===== src/rtl/hbi_pkg.sv =====
package hbi_pkg;

    // Non-zero half-band taps; the centre tap equals 1 << HB_SHIFT.
    localparam int HB_OUTER = -1;
    localparam int HB_INNER = 9;
    localparam int HB_SHIFT = 4;
    // Headroom bits above the sample width for the even-phase sum.
    localparam int HB_GUARD = 6;

    // What a stage's output register currently holds.
    typedef enum logic [1:0] {
        ST_EMPTY    = 2'd0,
        ST_EVEN_OUT = 2'd1,
        ST_ODD_OUT  = 2'd2
    } stage_state_e;

    // Number of stages engaged for a factor code, clamped to the chain length.
    function automatic int active_count(input int code, input int n_stages);
        return (code > n_stages) ? n_stages : code;
    endfunction

    // The engaged stages are the last ones in the chain, nearest the output.
    function automatic logic stage_enabled(input int idx, input int n_stages, input int code);
        return logic'(idx >= (n_stages - active_count(code, n_stages)));
    endfunction

endpackage


===== src/rtl/hbi_hb_even.sv =====
module hbi_hb_even
    import hbi_pkg::*;
#(
    parameter int DATA_W = 16
) (
    input  logic signed [DATA_W-1:0] x_new,
    input  logic signed [DATA_W-1:0] x_d1,
    input  logic signed [DATA_W-1:0] x_d2,
    input  logic signed [DATA_W-1:0] x_d3,
    output logic signed [DATA_W-1:0] y
);
    localparam int ACC_W = DATA_W + HB_GUARD;
    localparam logic signed [ACC_W-1:0] INNER_K = ACC_W'(HB_INNER);
    localparam logic signed [ACC_W-1:0] OUTER_K = ACC_W'(HB_OUTER);
    localparam logic signed [ACC_W-1:0] RND     = ACC_W'(1 << (HB_SHIFT - 1));
    localparam logic signed [ACC_W-1:0] MAX_V   =
        {{(ACC_W - DATA_W + 1){1'b0}}, {(DATA_W - 1){1'b1}}};
    localparam logic signed [ACC_W-1:0] MIN_V   =
        {{(ACC_W - DATA_W + 1){1'b1}}, {(DATA_W - 1){1'b0}}};

    logic signed [ACC_W-1:0] inner_sum;
    logic signed [ACC_W-1:0] outer_sum;
    logic signed [ACC_W-1:0] acc;
    logic signed [ACC_W-1:0] scaled;

    always_comb begin
        // Symmetric taps: add the pairs first, then one product per pair.
        inner_sum = ACC_W'(x_d1) + ACC_W'(x_d2);
        outer_sum = ACC_W'(x_new) + ACC_W'(x_d3);
        acc       = (inner_sum * INNER_K) + (outer_sum * OUTER_K);
        scaled    = (acc + RND) >>> HB_SHIFT;
        if (scaled > MAX_V) begin
            y = MAX_V[DATA_W-1:0];
        end else if (scaled < MIN_V) begin
            y = MIN_V[DATA_W-1:0];
        end else begin
            y = scaled[DATA_W-1:0];
        end
    end

endmodule


===== src/rtl/hbi_stage.sv =====
module hbi_stage
    import hbi_pkg::*;
#(
    parameter int DATA_W = 16
) (
    input  logic                     clk,
    input  logic                     rst,
    input  logic                     clear,
    input  logic                     active,
    input  logic                     s_valid,
    output logic                     s_ready,
    input  logic signed [DATA_W-1:0] s_data,
    output logic                     m_valid,
    input  logic                     m_ready,
    output logic signed [DATA_W-1:0] m_data
);
    localparam int HIST = 3;

    stage_state_e             st_q;
    logic signed [DATA_W-1:0] hist_q [HIST];
    logic signed [DATA_W-1:0] hold_q;
    logic signed [DATA_W-1:0] even_val;
    logic                     can_take;
    logic                     take_in;

    hbi_hb_even #(.DATA_W(DATA_W)) u_even (
        .x_new (s_data),
        .x_d1  (hist_q[0]),
        .x_d2  (hist_q[1]),
        .x_d3  (hist_q[2]),
        .y     (even_val)
    );

    // A new sample is taken when nothing is held, or when the odd phase leaves now.
    assign can_take = (st_q == ST_EMPTY) || ((st_q == ST_ODD_OUT) && m_ready);
    assign take_in  = active && s_valid && can_take;

    always_comb begin
        if (active) begin
            s_ready = can_take;
            m_valid = (st_q != ST_EMPTY);
            m_data  = hold_q;
        end else begin
            s_ready = m_ready;
            m_valid = s_valid;
            m_data  = s_data;
        end
    end

    always_ff @(posedge clk) begin
        if (rst || clear || !active) begin
            st_q   <= ST_EMPTY;
            hold_q <= '0;
            for (int i = 0; i < HIST; i++) begin
                hist_q[i] <= '0;
            end
        end else if (take_in) begin
            hist_q[0] <= s_data;
            for (int i = 1; i < HIST; i++) begin
                hist_q[i] <= hist_q[i-1];
            end
            hold_q <= even_val;
            st_q   <= ST_EVEN_OUT;
        end else begin
            unique case (st_q)
                ST_EVEN_OUT: begin
                    if (m_ready) begin
                        // Odd phase: centre tap alone, i.e. the previous input.
                        hold_q <= hist_q[1];
                        st_q   <= ST_ODD_OUT;
                    end
                end
                ST_ODD_OUT: begin
                    if (m_ready) begin
                        st_q <= ST_EMPTY;
                    end
                end
                default: begin
                    st_q <= ST_EMPTY;
                end
            endcase
        end
    end

endmodule


===== src/rtl/hbi_out_reg.sv =====
module hbi_out_reg #(
    parameter int DATA_W = 16
) (
    input  logic                     clk,
    input  logic                     rst,
    input  logic                     clear,
    input  logic                     d_valid,
    input  logic signed [DATA_W-1:0] d_data,
    output logic                     q_valid,
    output logic signed [DATA_W-1:0] q_data
);
    typedef struct packed {
        logic                     valid;
        logic signed [DATA_W-1:0] data;
    } beat_t;

    beat_t beat_q;

    always_ff @(posedge clk) begin
        if (rst || clear) begin
            beat_q <= '0;
        end else begin
            beat_q.valid <= d_valid;
            beat_q.data  <= d_data;
        end
    end

    assign q_valid = beat_q.valid;
    assign q_data  = beat_q.data;

endmodule


===== src/rtl/hbi_interp.sv =====
module hbi_interp
    import hbi_pkg::*;
#(
    parameter int DATA_W     = 16,
    parameter int NUM_STAGES = 3,
    parameter int SEL_W      = $clog2(NUM_STAGES + 1)
) (
    input  logic                     clk,
    input  logic                     rst,
    input  logic [SEL_W-1:0]         rate_sel,
    input  logic                     in_valid,
    output logic                     in_ready,
    input  logic signed [DATA_W-1:0] in_data,
    output logic                     out_valid,
    output logic signed [DATA_W-1:0] out_data
);
    localparam int LINKS = NUM_STAGES + 1;

    logic [SEL_W-1:0]         rate_q;
    logic                     flush;
    logic [LINKS-1:0]         lnk_valid;
    logic [LINKS-1:0]         lnk_ready;
    logic signed [DATA_W-1:0] lnk_data [LINKS];
    logic [NUM_STAGES-1:0]    stage_on;

    always_ff @(posedge clk) begin
        rate_q <= rate_sel;
    end

    // A factor change drops everything in flight and blocks input for one cycle.
    assign flush        = (rate_sel != rate_q);
    assign lnk_valid[0] = in_valid && !flush;
    assign lnk_data[0]  = in_data;
    assign in_ready     = lnk_ready[0] && !flush;
    // The output register never stalls the last stage.
    assign lnk_ready[NUM_STAGES] = 1'b1;

    for (genvar g = 0; g < NUM_STAGES; g++) begin : g_stage
        assign stage_on[g] = stage_enabled(g, NUM_STAGES, int'(rate_q));

        hbi_stage #(.DATA_W(DATA_W)) u_stage (
            .clk     (clk),
            .rst     (rst),
            .clear   (flush),
            .active  (stage_on[g]),
            .s_valid (lnk_valid[g]),
            .s_ready (lnk_ready[g]),
            .s_data  (lnk_data[g]),
            .m_valid (lnk_valid[g+1]),
            .m_ready (lnk_ready[g+1]),
            .m_data  (lnk_data[g+1])
        );
    end

    hbi_out_reg #(.DATA_W(DATA_W)) u_out (
        .clk     (clk),
        .rst     (rst),
        .clear   (flush),
        .d_valid (lnk_valid[NUM_STAGES]),
        .d_data  (lnk_data[NUM_STAGES]),
        .q_valid (out_valid),
        .q_data  (out_data)
    );

endmodule


===== config.mk =====
export PLATFORM = sky130hd
export DESIGN_NAME = hbi_interp
export DESIGN_NICKNAME = d
export VERILOG_FILES = /design/src/rtl/hbi_pkg.sv /design/src/rtl/hbi_hb_even.sv /design/src/rtl/hbi_stage.sv /design/src/rtl/hbi_out_reg.sv /design/src/rtl/hbi_interp.sv
export SDC_FILE = /design/constraint.sdc
export NUM_CORES = 1
export LEC_CHECK = 0
export BUFFER_PORTS_ARGS = -buffer_cell sky130_fd_sc_hd__buf_2
export CAP_MARGIN = 25
export CORE_AREA = 2 2 259 261
export CTS_CLUSTER_DIAMETER = 120
export DETAILED_ROUTE_END_ITERATION = 8
export DIE_AREA = 0 0 261 263
export GPL_TIMING_DRIVEN = 0
export PLACE_DENSITY_LB_ADDON = 0.1
export SLEW_MARGIN = 15
export SYNTH_ARGS = -nofsm -noshare
export SYNTH_HDL_FRONTEND = slang
export SYNTH_SLANG_ARGS = --single-unit

===== constraint.sdc =====
create_clock -name clk -period 10 [get_ports clk]
set_clock_uncertainty 0.05 [all_clocks]
set_input_delay 0.5 -clock clk [delete_from_list [all_inputs] [get_ports clk]]
set_output_delay 0.5 -clock clk [all_outputs]
set_load 0.02 [all_outputs]

### Word level (Yosys, flattened, before mapping)

Memories as Yosys holds them, arrays and structs flattened.
Cells that the tools add are included.

| operators by class | value |
|---|---|
| add/subtract/negate cells | 16 |
| multiply operators | 3 |
| divide/modulo/power cells | 0 |
| order comparisons | 9 |
| equality and inequality tests | 15 |
| shift-type cells | 0 |
| mux-type cells | 57 |
| bitwise gates (word level) | 9 |
| reduce and logical (&&, ||, !) cells | 41 |

Operators by type and width:

| operator | number |
|---|---|
| 2-to-1 mux 16 bit | 26 |
| adder 16 x 16 -> 17 bit | 6 |
| adder 22 bit | 3 |
| adder 22 x 5 -> 22 bit, second input constant | 3 |
| multiplier 22 x 5 -> 22 bit, second input constant | 3 |
| negator 17 -> 22 bit | 3 |
| > comparator 18 x 16 -> 1 bit, second input constant | 3 |
| less-than comparator 18 x 16 -> 1 bit, second input constant | 3 |
| 2-to-1 mux 1 bit | 24 |
| nonzero test 2 bit | 8 |
| != test 3 x 1 -> 1 bit, second input constant | 4 |
| AND reduction 2 bit | 6 |
| logical AND 1 bit | 10 |
| 2-to-1 mux 2 bit | 5 |
| bitwise OR 1 bit | 9 |
| != test 2 x 1 -> 1 bit, second input constant | 4 |
| one-hot mux 2 bit (2 select lines) | 2 |
| logical OR 1 bit | 7 |
| equality test 2 x 1 -> 1 bit, second input constant | 3 |
| equality test 2 bit, second input constant | 3 |
| zero test 2 bit | 3 |
| OR reduction 2 bit | 3 |
| zero test 1 bit | 4 |
| greater-or-equal comparator 1 x 3 -> 1 bit, first input constant | 1 |
| 4 further kinds | 4 |

| word-level totals | value |
|---|---|
| bits in registers | 73 |
| latch bits | 0 |
| RAM bits | 144 |
| memory bits (read-only) | 0 |
| bits of input ports | 21 |
| output and inout bits | 18 |
| logic and storage cells | 165 |
| memories | 3 |

Memory list:

| memory | depth | bits a word | rd ports | clocked after Yosys merged registers in | write ports | RTL line | text |
|---|---|---|---|---|---|---|---|
| g_stage[0].u_stage.hist_q | 3 | 16 | 3 | 0 | 3 | hbi_stage.sv:20 | `logic signed [DATA_W-1:0] hist_q [HIST];` |
| g_stage[1].u_stage.hist_q | 3 | 16 | 3 | 0 | 3 | hbi_stage.sv:20 |  |
| g_stage[2].u_stage.hist_q | 3 | 16 | 3 | 0 | 3 | hbi_stage.sv:20 |  |

### Logic depth before layout (Yosys ltp)

Gate-level depths: netlist (run 1).

| depth | value |
|---|---|
| depth in word-level cells | 13 |
| gate-level depth with buffers | 28 |
| depth with buffers taken out | 27 |

### Cells and area by module

Synthesis (run 1) repeated with hierarchy kept, for this count alone.

| unflattened totals | value |
|---|---|
| cells, all modules | 1998 |
| area total of the unflattened synthesis | 19434.9 µm² |

Modules (own cells, without submodules):

| module | instances | cells an instance | area each (µm²) |
|---|---|---|---|
| hbi_stage | 3 | 231 | 2884.0 |
| hbi_hb_even (g_stage[0].u_stage.u_even) | 1 | 431 | 3407.0 |
| hbi_hb_even (g_stage[2].u_stage.u_even) | 1 | 411 | 3370.7 |
| hbi_hb_even (g_stage[1].u_stage.u_even) | 1 | 414 | 3333.2 |
| hbi_out_reg | 1 | 38 | 571.8 |
| hbi_interp | 1 | 11 | 100.1 |

### Worst setup path before layout (run 1)

OpenSTA, ideal clock, no wires.

| timing path | value |
|---|---|
| path type | register -> register |
| from | reg rate_q[0] |
| to | reg g_stage[1].u_stage.hold_q[10] |
| data arrival time | 5.687 ns |
| data required time | 9.863 ns |
| setup slack | 4.176 ns |
| cell stages (with the launch flop) | 24 |
| path through | dfxtp_1 -> clkbuf_1 -> nand2_1 -> clkbuf_1 -> clkbuf_1 -> mux2i_1 -> ha_1 -> fa_1 -> inv_1 -> fa_1 -> inv_1 -> ha_1 -> ha_1 -> and4_1 -> a221o_1 -> nand3b_4 -> nand3_2 -> o21ai_2 -> a31o_4 -> or2_0 -> o2111ai_2 -> buf_6 -> o21ai_0 -> a221oi_2 |

| between the ends | value |
|---|---|
| cells in the longest elaborated chain, start to end | 11 |
| elaborated cells between the ends (all ways) | 29 |

RTL lines:

| element | RTL line | text |
|---|---|---|
| start: declaration | hbi_interp.sv:19 | `logic [SEL_W-1:0] rate_q;` |
| start signal: assignment | hbi_interp.sv:27 | `rate_q <= rate_sel;` |
| subtractor 2 x 2 -> 3 bit | hbi_pkg.sv:24 | `return logic'(idx >= (n_stages - active_count(code, n_stages)));` |
| greater-or-equal comparator 1 x 3 -> 1 bit | hbi_pkg.sv:24 |  |
| 2-to-1 mux 16 bit | hbi_stage.sv:39 | `if (active) begin` |
| adder 16 x 16 -> 17 bit | hbi_hb_even.sv:29 | `outer_sum = ACC_W'(x_new) + ACC_W'(x_d3);` |
| negator 17 -> 22 bit (implied by the code) | hbi_hb_even.sv:30 | `acc = (inner_sum * INNER_K) + (outer_sum * OUTER_K);` |
| adder 22 bit | hbi_hb_even.sv:30 |  |
| adder 22 x 5 -> 22 bit | hbi_hb_even.sv:31 | `scaled = (acc + RND) >>> HB_SHIFT;` |
| less-than comparator 18 x 16 -> 1 bit | hbi_hb_even.sv:34 | `end else if (scaled < MIN_V) begin` |
| 2-to-1 mux 16 bit | hbi_hb_even.sv:34 |  |
| 2-to-1 mux 16 bit | hbi_hb_even.sv:32 | `if (scaled > MAX_V) begin` |
| 2-to-1 mux 16 bit | hbi_stage.sv:57 | `end else if (take_in) begin` |
| end signal: assignment | hbi_stage.sv:62 | `hold_q <= even_val;` |
| end signal: assignment | hbi_stage.sv:69 | `hold_q <= hist_q[1];` |
| end: declaration | hbi_stage.sv:21 | `logic signed [DATA_W-1:0] hold_q;` |

Several ways; a longest one is shown, not always the timed one.
A chain may end at the register's enable or synchronous reset.

### Worst setup path in the final report (run 1)

| timing path | value |
|---|---|
| from | reg rate_q[0] |
| to | reg g_stage[1].u_stage.hold_q[13] |

The elaborated chain is that of the path after synthesis.

==> impl_metrics.sql, run 1 <==
INSERT INTO impl_metrics (metric_group, metric, value, unit) VALUES
('run_status', 'result_of_the_run', 'finished, final reports clean', ''),
('pwr', 'finalPower', '3900', 'µW'),
('cells_and_area', 'flow.area_growth_from_synthesis', '12.3', '%'),
('cells_and_area', 'fin_nets', '2264', ''),
('floorplan', 'io_pins', '39', ''),
('cells_and_area', 'finish.utilization', '31.3', '%'),
('floorplan', 'starting_density', '27.9', '%'),
('pwr', 'share_seq_of_total_power', '25.5', '%'),
('timing', 'final_number_of_setup_violating_endpoints', '0', ''),
('yosys', 'synth_nets', '2193', ''),
('clocking', 'post_cts_buffers', '0', ''),
('clocking', 'post_cts_resize_count', '0', ''),
('worst_setup_path', 'cp.arrival', '7.51', 'ns'),
('routing', 'post_detailed_routing_wire_length', '53.5', 'mm'),
('yosys', 'netlist.area_leader.share', '23.7', '%'),
('routing', 'detailroute.via_count', '13100', ''),
('cells_and_area', 'layout_filler_cell_count', '6929', ''),
('yosys', 'ys_seq_area_share', '31.7', '%'),
('clocking', 'clock_insertion_delay_worst_skew', '0.57', 'ns'),
('yosys', 'post_synth_main_area_contributors', 'edfxtp_1 24%, ha_1 17%, fa_1 8.9%, dfxtp_1 8.0%, inv_1 5.9%', ''),
('global_route', 'initial_antenna_violation_count', '1', ''),
('yosys', 'yosys.cell_types.count', '95', ''),
('floorplan', 'chipWidth', '261', 'µm'),
('worst_setup_path', 'worst_path_max_delay_cell', 'mux2i_1', ''),
('placed_design', 'place_congestion', '0.811', ''),
('pwr', 'power.switching_fraction', '40.9', '%'),
('yosys', 'synth-seq-cells', '217', ''),
('timing', 'setup_tns', '0', 'ns'),
('cells_and_area', 'layout-drive-gt1-share', '8.66', '%'),
('global_route', 'gr-usage-all-layers', '15.7', '%'),
('yosys', 'yosys_warnings', '0', ''),
('timing', 'timing.final.max_slew_violations', '0', ''),
('worst_setup_path', 'crit_path_cell_trace', 'clkbuf_1 > nand2_1 > clkbuf_1 > clkbuf_1 > mux2i_1 > ha_1 > inv_1 > fa_1 > fa_1 > inv_1 > ha_1 > ha_1 > and4_1 > a221o_1 > nand3b_4 > nand3_2 > o21ai_2 > a31o_4 > or2_0 > o2111ai_2 > buf_6 > o21ai_0 > a221oi_2', ''),
('floorplan', 'floorplan.core_area', '65600', 'µm²'),
('global_route', 'pin_count_of_the_biggest_net_entering_global_routing', '50', ''),
('clocking', 'clock_path_buffers', '3', ''),
('worst_setup_path', 'startpoint_type', 'register', ''),
('yosys', 'synth.most_common_cell', 'inv_1', ''),
('yosys', 'syn-instance-count', '1848', ''),
('worst_setup_path', 'timing.critical_path.required', '10.42', 'ns'),
('yosys', 'synthDominantAreaCellType', 'edfxtp_1', ''),
('clocking', 'cts_made_buffers', '29', ''),
('timing', 'hold_viol_final', '0', ''),
('clocking', 'root_buffer', 'clkbuf_16', ''),
('clocking', 'cts_tree', 'yes', ''),
('cells_and_area', 'layoutNonFillerInstCount', '2806', ''),
('placed_design', 'dp.final_hpwl', '44.3', 'mm'),
('routing', 'detail_route.wl_per_cell', '19.1', 'µm'),
('yosys', 'synth_common_cells', '287 x inv_1, 243 x ha_1, 144 x edfxtp_1, 116 x a21oi_1, 91 x nand2_1', ''),
('global_route', 'first_global_vias', '13400', ''),
('global_route', 'grt_remaining_overflow', '0', ''),
('timing', 'layout_min_cycle_time', '7.09', 'ns'),
('timing', 'grt_setup_unrepaired', 'no', ''),
('floorplan', 'die_height', '263', 'µm'),
('timing', 'achievable-frequency', '141', 'MHz'),
('pwr', 'clock_power_share', '25.8', '%'),
('flow_run', 'drv.max_cap_violation_count', '0', ''),
('floorplan', 'die-area', '68600', 'µm²'),
('pwr', 'peakVddDrop', '113', 'µV'),
('placed_design', 'portBuffers', '38', ''),
('yosys', 'post_synth.cell_area_avg', '9.89', 'µm²'),
('yosys', 'synth_enable_flop_cells', '144', ''),
('timing', 'maxSlewHeadroom', '41.0', '%'),
('clocking', 'htreeDepth', '1', ''),
('timing', 'fin_crit_sh', '70.9', '%'),
('pwr', 'pwr-share-comb', '48.7', '%'),
('yosys', 'synth-main-ff-cell', 'edfxtp_1', ''),
('routing', 'first_iter_violations', '578', ''),
('yosys', 'synth-async-reset-ratio', '0', '%'),
('routing', 'detailedRoute.firstPassIterationCount', '6', ''),
('global_route', 'grt_first_pass_wirelength', '81.9', 'mm');
through the flow:
step	instance area [µm²]	setup slack, ns	hold slack [ns]
3_5_place_dp	19600	2.75	0.389
6_report	20500	2.91	0.0821
2_1_floorplan	18300	4.18	0.372
4_1_cts	20500	2.70	0.0488
3_3_place_gp	19600	2.75	0.385
5_1_grt	20500	2.36	0.0609
layout make-up:
cell class                 count  area [µm²]  share of cell area (%)
antenna                        1        2.50                  0.0122
buffer                        55         244                    1.19
clock buffer                  38         790                    3.85
clock inverter                15         113                   0.549
inverter                     287        1080                    5.25
multi-input combinational   1289       11200                    54.6
sequential                   217        5790                    28.2
tap                          864        1080                    5.27
timing repair buffer          40         218                    1.06
logic make-up after synthesis:
| logic type | share of synthesized area, % |
|---|---|
| simple gates | 12.0 |
| compound gates | 14.8 |
| buf+inv | 7.23 |
| fa+ha+maj | 25.5 |
| flops | 31.7 |
| xor+xnor | 5.79 |
| mux | 3.02 |
metal layers:
layer,vias up,track usage [%],wire length (µm)
met3,62,1.63,1380
met2,169,26.1,24700
met1,6286,22.0,26200
met4,0,3.13,1150
met5,-,0,0
li1,6552,-,-
path summary, 6_finish.rpt:
kind                                 from                             to  slack [ns]  cells after the start
max reg2reg                     rate_q[0]  g_stage[1].u_stage.hold_q[13]        2.91                     23
min reg2reg  g_stage[0].u_stage.hold_q[6]   g_stage[0].u_stage.hold_q[6]        0.40                      1
min                           rate_sel[1]                      rate_q[1]        0.08                      1
max                             rate_q[0]  g_stage[1].u_stage.hold_q[13]        2.91                     23
worst max-delay path: cells and delay by family, from the launching register on:
family	cells	cell delay [ns]
adders and majority gates	5	1.87
AOI/OAI and AO/OA	6	1.48
buffers and inverters	6	1.63
muxes	1	0.77
DFF	1	0.29
and+or+nand+nor	5	0.90
sequential cells by signal, indices dropped and copies added, names as in the netlist:
signal and cells:
g_stage.u_stage.st_q 6, rate_q 2, g_stage.u_stage.hist_q 144, u_out.q_data 16, u_out.q_valid 1, g_stage.u_stage.hold_q 48
cell usage in the layout (no fill, tap or decap), types with 6 or more instances in the layout:
master | Yosys | layout
or2_2 | 6 | 6
ha_1 | 243 | 243
nand3_1 | 19 | 17
o21ai_1 | 11 | 11
o21a_1 | 23 | 23
nand2_1 | 91 | 90
a31oi_1 | 7 | 7
buf_2 | 6 | 44
o21bai_1 | 18 | 18
or3_1 | 9 | 9
fa_1 | 81 | 81
nand2b_1 | 8 | 8
a21o_1 | 39 | 39
a22oi_1 | 6 | 6
a221oi_2 | 15 | 15
o211ai_1 | 14 | 14
a221oi_1 | 12 | 12
mux2i_1 | 47 | 47
nor3_1 | 37 | 36
a21oi_1 | 116 | 116
dfxtp_1 | 73 | 73
inv_1 | 287 | 287
and3_1 | 42 | 42
clkbuf_16 | 0 | 29
nor2b_1 | 12 | 12
xor2_1 | 40 | 40
and2_1 | 69 | 69
o21ai_0 | 50 | 50
xnor2_1 | 79 | 79
nor2_1 | 86 | 86
clkinv_2 | 0 | 8
clkbuf_1 | 40 | 46
o31ai_1 | 7 | 7
edfxtp_1 | 144 | 144
power by group through the flow:
stage	registers (µW)	clock network [µW]	logic (µW)
after floorplan	1010	0	1400
after global placement	1020	0	1910
after detailed placement	1010	0	1910
after CTS	996	1030	1940
after global routing	999	1070	2150
final	996	1000	1900
(Power assumes the default switching activity.)
==> run 2, diff against run 1 <==
--- a/config.mk
+++ b/config.mk
@@ -5,12 +5,13 @@
 export SDC_FILE = /design/constraint.sdc
 export NUM_CORES = 1
 export LEC_CHECK = 0
+export ABC_AREA = 1
 export BUFFER_PORTS_ARGS = -buffer_cell sky130_fd_sc_hd__buf_2
 export CAP_MARGIN = 25
-export CORE_AREA = 2 2 259 261
+export CORE_AREA = 2 2 265 267
 export CTS_CLUSTER_DIAMETER = 120
 export DETAILED_ROUTE_END_ITERATION = 8
-export DIE_AREA = 0 0 261 263
+export DIE_AREA = 0 0 267 269
 export GPL_TIMING_DRIVEN = 0
 export PLACE_DENSITY_LB_ADDON = 0.1
 export SLEW_MARGIN = 15
==> constraint.sdc (replaced) <==
create_clock -name clk -period 7.05 [get_ports clk]
set_clock_uncertainty 0.05 [all_clocks]
set_input_delay 0.3525 -clock clk [delete_from_list [all_inputs] [get_ports clk]]
set_output_delay 0.3525 -clock clk [all_outputs]
set_load 0.02 [all_outputs]
==> run 2 against run 1 <==
- register-to-register slack worse by 2.1 ns
- global-route usage is 0.27 points higher
- setup slack worse by 2.1 ns
- clock power is 45% higher
==> impl_metrics.sql, run 2 <==
INSERT INTO impl_metrics (metric_group, metric, value, unit) VALUES
('run_status', 'result_of_the_run', 'finished, final reports clean', ''),
('placed_design', 'place_congestion', '0.816', ''),
('routing', 'detail-route-antenna-nets', '0', ''),
('yosys', 'synth_common_cells', '511 x inv_1, 447 x nand2_1, 257 x nor2_1, 243 x ha_1', ''),
('routing', 'detail_route.wl_per_cell', '16.3', 'µm'),
('timing', 'setup_tns', '0', 'ns'),
('worst_setup_path', 'startpoint_type', 'register', ''),
('worst_setup_path', 'timing.critical_path.fanout_max', '10', ''),
('placed_design', 'placedCellCount', '3382', ''),
('global_route', 'pin_count_of_the_biggest_net_entering_global_routing', '50', ''),
('worst_hold_path', 'hold-path-endpoint', 'u_out.q_data[2]', ''),
('timing', 'layout_min_cycle_time', '6.21', 'ns'),
('worst_setup_path', 'timing.critical_path.required', '7.45', 'ns'),
('cells_and_area', 'flow.area_growth_from_synthesis', '12.2', '%'),
('worst_setup_path', 'timing.rr.start', 'g_stage[2].u_stage.hist_q[0][2]', ''),
('worst_hold_path', 'hp-start', 'in_data[2]', ''),
('pwr', 'peakVddDrop', '148', 'µV'),
('floorplan', 'io_pins', '39', ''),
('floorplan', 'chipWidth', '267', 'µm'),
('pwr', 'internal_power', '3270', 'µW'),
('yosys', 'syn_area', '19100', 'µm²'),
('flow_run', 'drv.max_cap_violation_count', '0', ''),
('floorplan', 'starting_density', '27.5', '%'),
('yosys', 'synth-seq-cells', '217', ''),
('clocking', 'clk_pin_slew', '0.06', 'ns'),
('clocking', 'cts_tree', 'yes', ''),
('timing', 'final_number_of_setup_violating_endpoints', '0', ''),
('clocking', 'root_buffer', 'clkbuf_16', ''),
('worst_setup_path', 'worst-path-stages', '33', ''),
('timing', 'achievable-frequency', '161', 'MHz'),
('pwr', 'share_seq_of_total_power', '24.3', '%'),
('yosys', 'post_synth_main_area_contributors', 'edfxtp_1 23%, ha_1 16%, inv_1 10%, nand2_1 8.8%, fa_1 8.5%', ''),
('clocking', 'post_cts_buffers', '0', ''),
('yosys', 'ys_seq_area_share', '30.3', '%'),
('floorplan', 'floorplan.core_area', '69300', 'µm²'),
('pwr', 'net-switching-power', '2510', 'µW'),
('clocking', 'clock_insertion_delay_worst_skew', '0.58', 'ns'),
('floorplan', 'die_height', '269', 'µm'),
('pwr', 'power_leakage', '0.0106', 'µW'),
('worst_setup_path', 'critical_path.endpoint_type', 'register', ''),
('worst_setup_path', 'worst_path_most_repeated_cell', 'nand2_1', ''),
('timing', 'fin_crit_sh', '88.1', '%'),
('yosys', 'post_synth.cell_area_avg', '7.94', 'µm²'),
('cells_and_area', 'final-seq-area', '5790', 'µm²'),
('routing', 'post_detailed_routing_wire_length', '55.9', 'mm'),
('global_route', 'grt_remaining_overflow', '0', ''),
('pwr', 'power.switching_fraction', '43.4', '%'),
('timing', 'maxSlewHeadroom', '39.8', '%'),
('cells_and_area', 'register_with_the_most_flip_flops', 'g_stage.u_stage.hist_q', ''),
('routing', 'routed_via_density', '4.38', ''),
('worst_setup_path', 'slowest_delay', '0.52', 'ns'),
('timing', 'hold_viol_final', '0', ''),
('cells_and_area', 'layout_filler_cell_count', '7568', ''),
('worst_setup_path', 'path_buf_inv', '5', ''),
('timing', 'grt_setup_unrepaired', 'no', ''),
('global_route', 'gr-usage-all-layers', '16.0', '%'),
('worst_setup_path', 'cp.arrival', '6.61', 'ns'),
('pwr', 'pwr-share-comb', '50.5', '%'),
('global_route', 'initial_antenna_violation_count', '3', ''),
('placed_design', 'dp.final_hpwl', '46.6', 'mm'),
('yosys', 'synth.most_common_cell', 'inv_1', ''),
('cells_and_area', 'most-common-layout-cells', '511 x inv_1, 444 x nand2_1, 257 x nor2_1, 243 x ha_1', ''),
('routing', 'post-route-drc-count', '0', ''),
('clocking', 'clock_path_buffers', '3', ''),
('worst_hold_path', 'hold_path.class', 'in2reg', ''),
('placed_design', 'cell_area_placed', '20500', 'µm²'),
('routing', 'detailedRoute.firstPassIterationCount', '5', ''),
('cells_and_area', 'final_design_area_no_fill', '21400', 'µm²'),
('worst_setup_path', 'rr_endpoint', 'g_stage[2].u_stage.hold_q[13]', ''),
('global_route', 'grt_first_pass_wirelength', '88.5', 'mm'),
('yosys', 'yosys.cell_types.count', '42', ''),
('placed_design', 'portBuffers', '38', ''),
('yosys', 'synth-main-ff-cell', 'edfxtp_1', ''),
('cells_and_area', 'layout-drive-gt1-share', '6.17', '%'),
('clocking', 'cts.sink_count', '217', ''),
('cells_and_area', 'layout.cells.most_common', 'inv_1', ''),
('global_route', 'first_global_vias', '15700', ''),
('cells_and_area', 'largest_reg_flops', '144', ''),
('cells_and_area', 'fin_nets', '2819', ''),
('clocking', 'htreeDepth', '1', ''),
('timing', 'max_slew.worst_pin.slew', '0.894', 'ns'),
('worst_setup_path', 'critical_path_class', 'reg2reg', ''),
('yosys', 'yosys_warnings', '0', ''),
('yosys', 'synth-async-reset-ratio', '0', '%'),
('pwr', 'clock_power_share', '25.2', '%'),
('cells_and_area', 'multiInputGateArea', '11200', 'µm²'),
('worst_setup_path', 'reg2reg_setup_slack', '0.84', 'ns'),
('worst_setup_path', 'worst_path_max_delay_cell', 'fa_1', ''),
('cells_and_area', 'diodes', '0', ''),
('worst_hold_path', 'number_of_cells_traversed_by_the_worst_hold_path', '3', ''),
('floorplan', 'fp-row-count', '97', ''),
('floorplan', 'die-area', '71800', 'µm²'),
('cells_and_area', 'layoutNonFillerInstCount', '3436', ''),
('clocking', 'cts_made_buffers', '28', ''),
('yosys', 'synth_nets', '2748', ''),
('worst_setup_path', 'cpLargestDelayFamily', 'adder cells', ''),
('routing', 'first_iter_violations', '802', ''),
('worst_setup_path', 'reg2reg_depth', '33', ''),
('routing', 'detailroute.via_count', '15000', ''),
('yosys', 'synth_enable_flop_cells', '144', ''),
('timing', 'timing.final.max_slew_violations', '0', ''),
('yosys', 'syn-instance-count', '2403', ''),
('pwr', 'power-per-cell-area', '270', 'nW/µm²'),
('yosys', 'netlist.area_leader.share', '22.7', '%'),
('yosys', 'synthDominantAreaCellType', 'edfxtp_1', '');
## run 2: per-layer routing
layer  global-route usage (%)  vias to the layer above  wire length [µm]
li1                         -                     7775                 -
met1                     21.2                     7043             26700
met2                     28.2                      171             26600
met3                     1.23                       56              1440
met4                     3.75                        0              1210
met5                        0                        -                 0
## run 2: worst min-delay path, cell delays in order
cell and delay (ns):
buf_2 0.11, nor2_1 0.11, a211oi_1 0.09
## run 2: how the worst max path moves through the flow
stage / endpoint / startpoint / slack, ns
final: g_stage[2].u_stage.hold_q[13] / g_stage[2].u_stage.hist_q[0][2] / 0.84
after detailed placement: g_stage[2].u_stage.hold_q[4] / g_stage[2].u_stage.hist_q[0][2] / 0.79
after global routing: g_stage[2].u_stage.hold_q[5] / g_stage[2].u_stage.hist_q[0][2] / 0.24
after floorplan: g_stage[2].u_stage.hold_q[5] / g_stage[2].u_stage.hist_q[0][2] / 1.94
after global placement: g_stage[2].u_stage.hold_q[4] / g_stage[2].u_stage.hist_q[0][2] / 0.69
after CTS: g_stage[2].u_stage.hold_q[5] / g_stage[2].u_stage.hist_q[0][2] / 0.76
## run 2: through the flow
step | util, % | hold slack, ns | worst slack (ns) | total power (µW)
final | 30.9 | 0.0786 | 0.839 | 5780
after global routing | 30.9 | 0.0998 | 0.241 | 6350
after CTS | 30.9 | 0.0431 | 0.760 | 5870
after detailed placement | 29.6 | 0.406 | 0.790 | 4350
after global placement | 29.5 | 0.406 | 0.694 | 4380
after floorplan | - | 0.330 | 1.94 | 3640
## run 2: logic make-up (layout without fill, tap and decap cells)
kind of cell	count (synthesis)	after routing	synth area share (%)
AND/OR/NAND/NOR	845	845	18.4
buffers and inverters	558	651	11.3
XOR/XNOR	115	115	5.28
AO/OA/AOI/OAI	344	344	10.3
flip-flops	217	217	30.3
adder cells (fa/ha/maj)	324	324	24.4
## run 2: cell type report
cell class | instances | share of cell area, %
clock buffer | 36 | 3.64
sequential | 217 | 27.0
timing repair buffer | 41 | 1.02
clock inverter | 16 | 0.654
inverter | 515 | 9.02
multi-input combinational | 1628 | 52.1
buffer | 43 | 1.07
tap | 940 | 5.49
## run 2: power groups by stage
stage	sequential (µW)	combinational, µW	clock, µW
2_1_floorplan	1430	2210	0
3_3_place_gp	1430	2940	0
3_5_place_dp	1430	2920	0
4_1_cts	1410	2960	1500
5_1_grt	1410	3390	1540
6_report	1410	2920	1450
## run 2: what timing repair did
item | 4_1_cts | 5_1_grt
hold buffers | 2 | 0
resized for setup | 0 | 0
hold endpoints to repair | 2 | 0
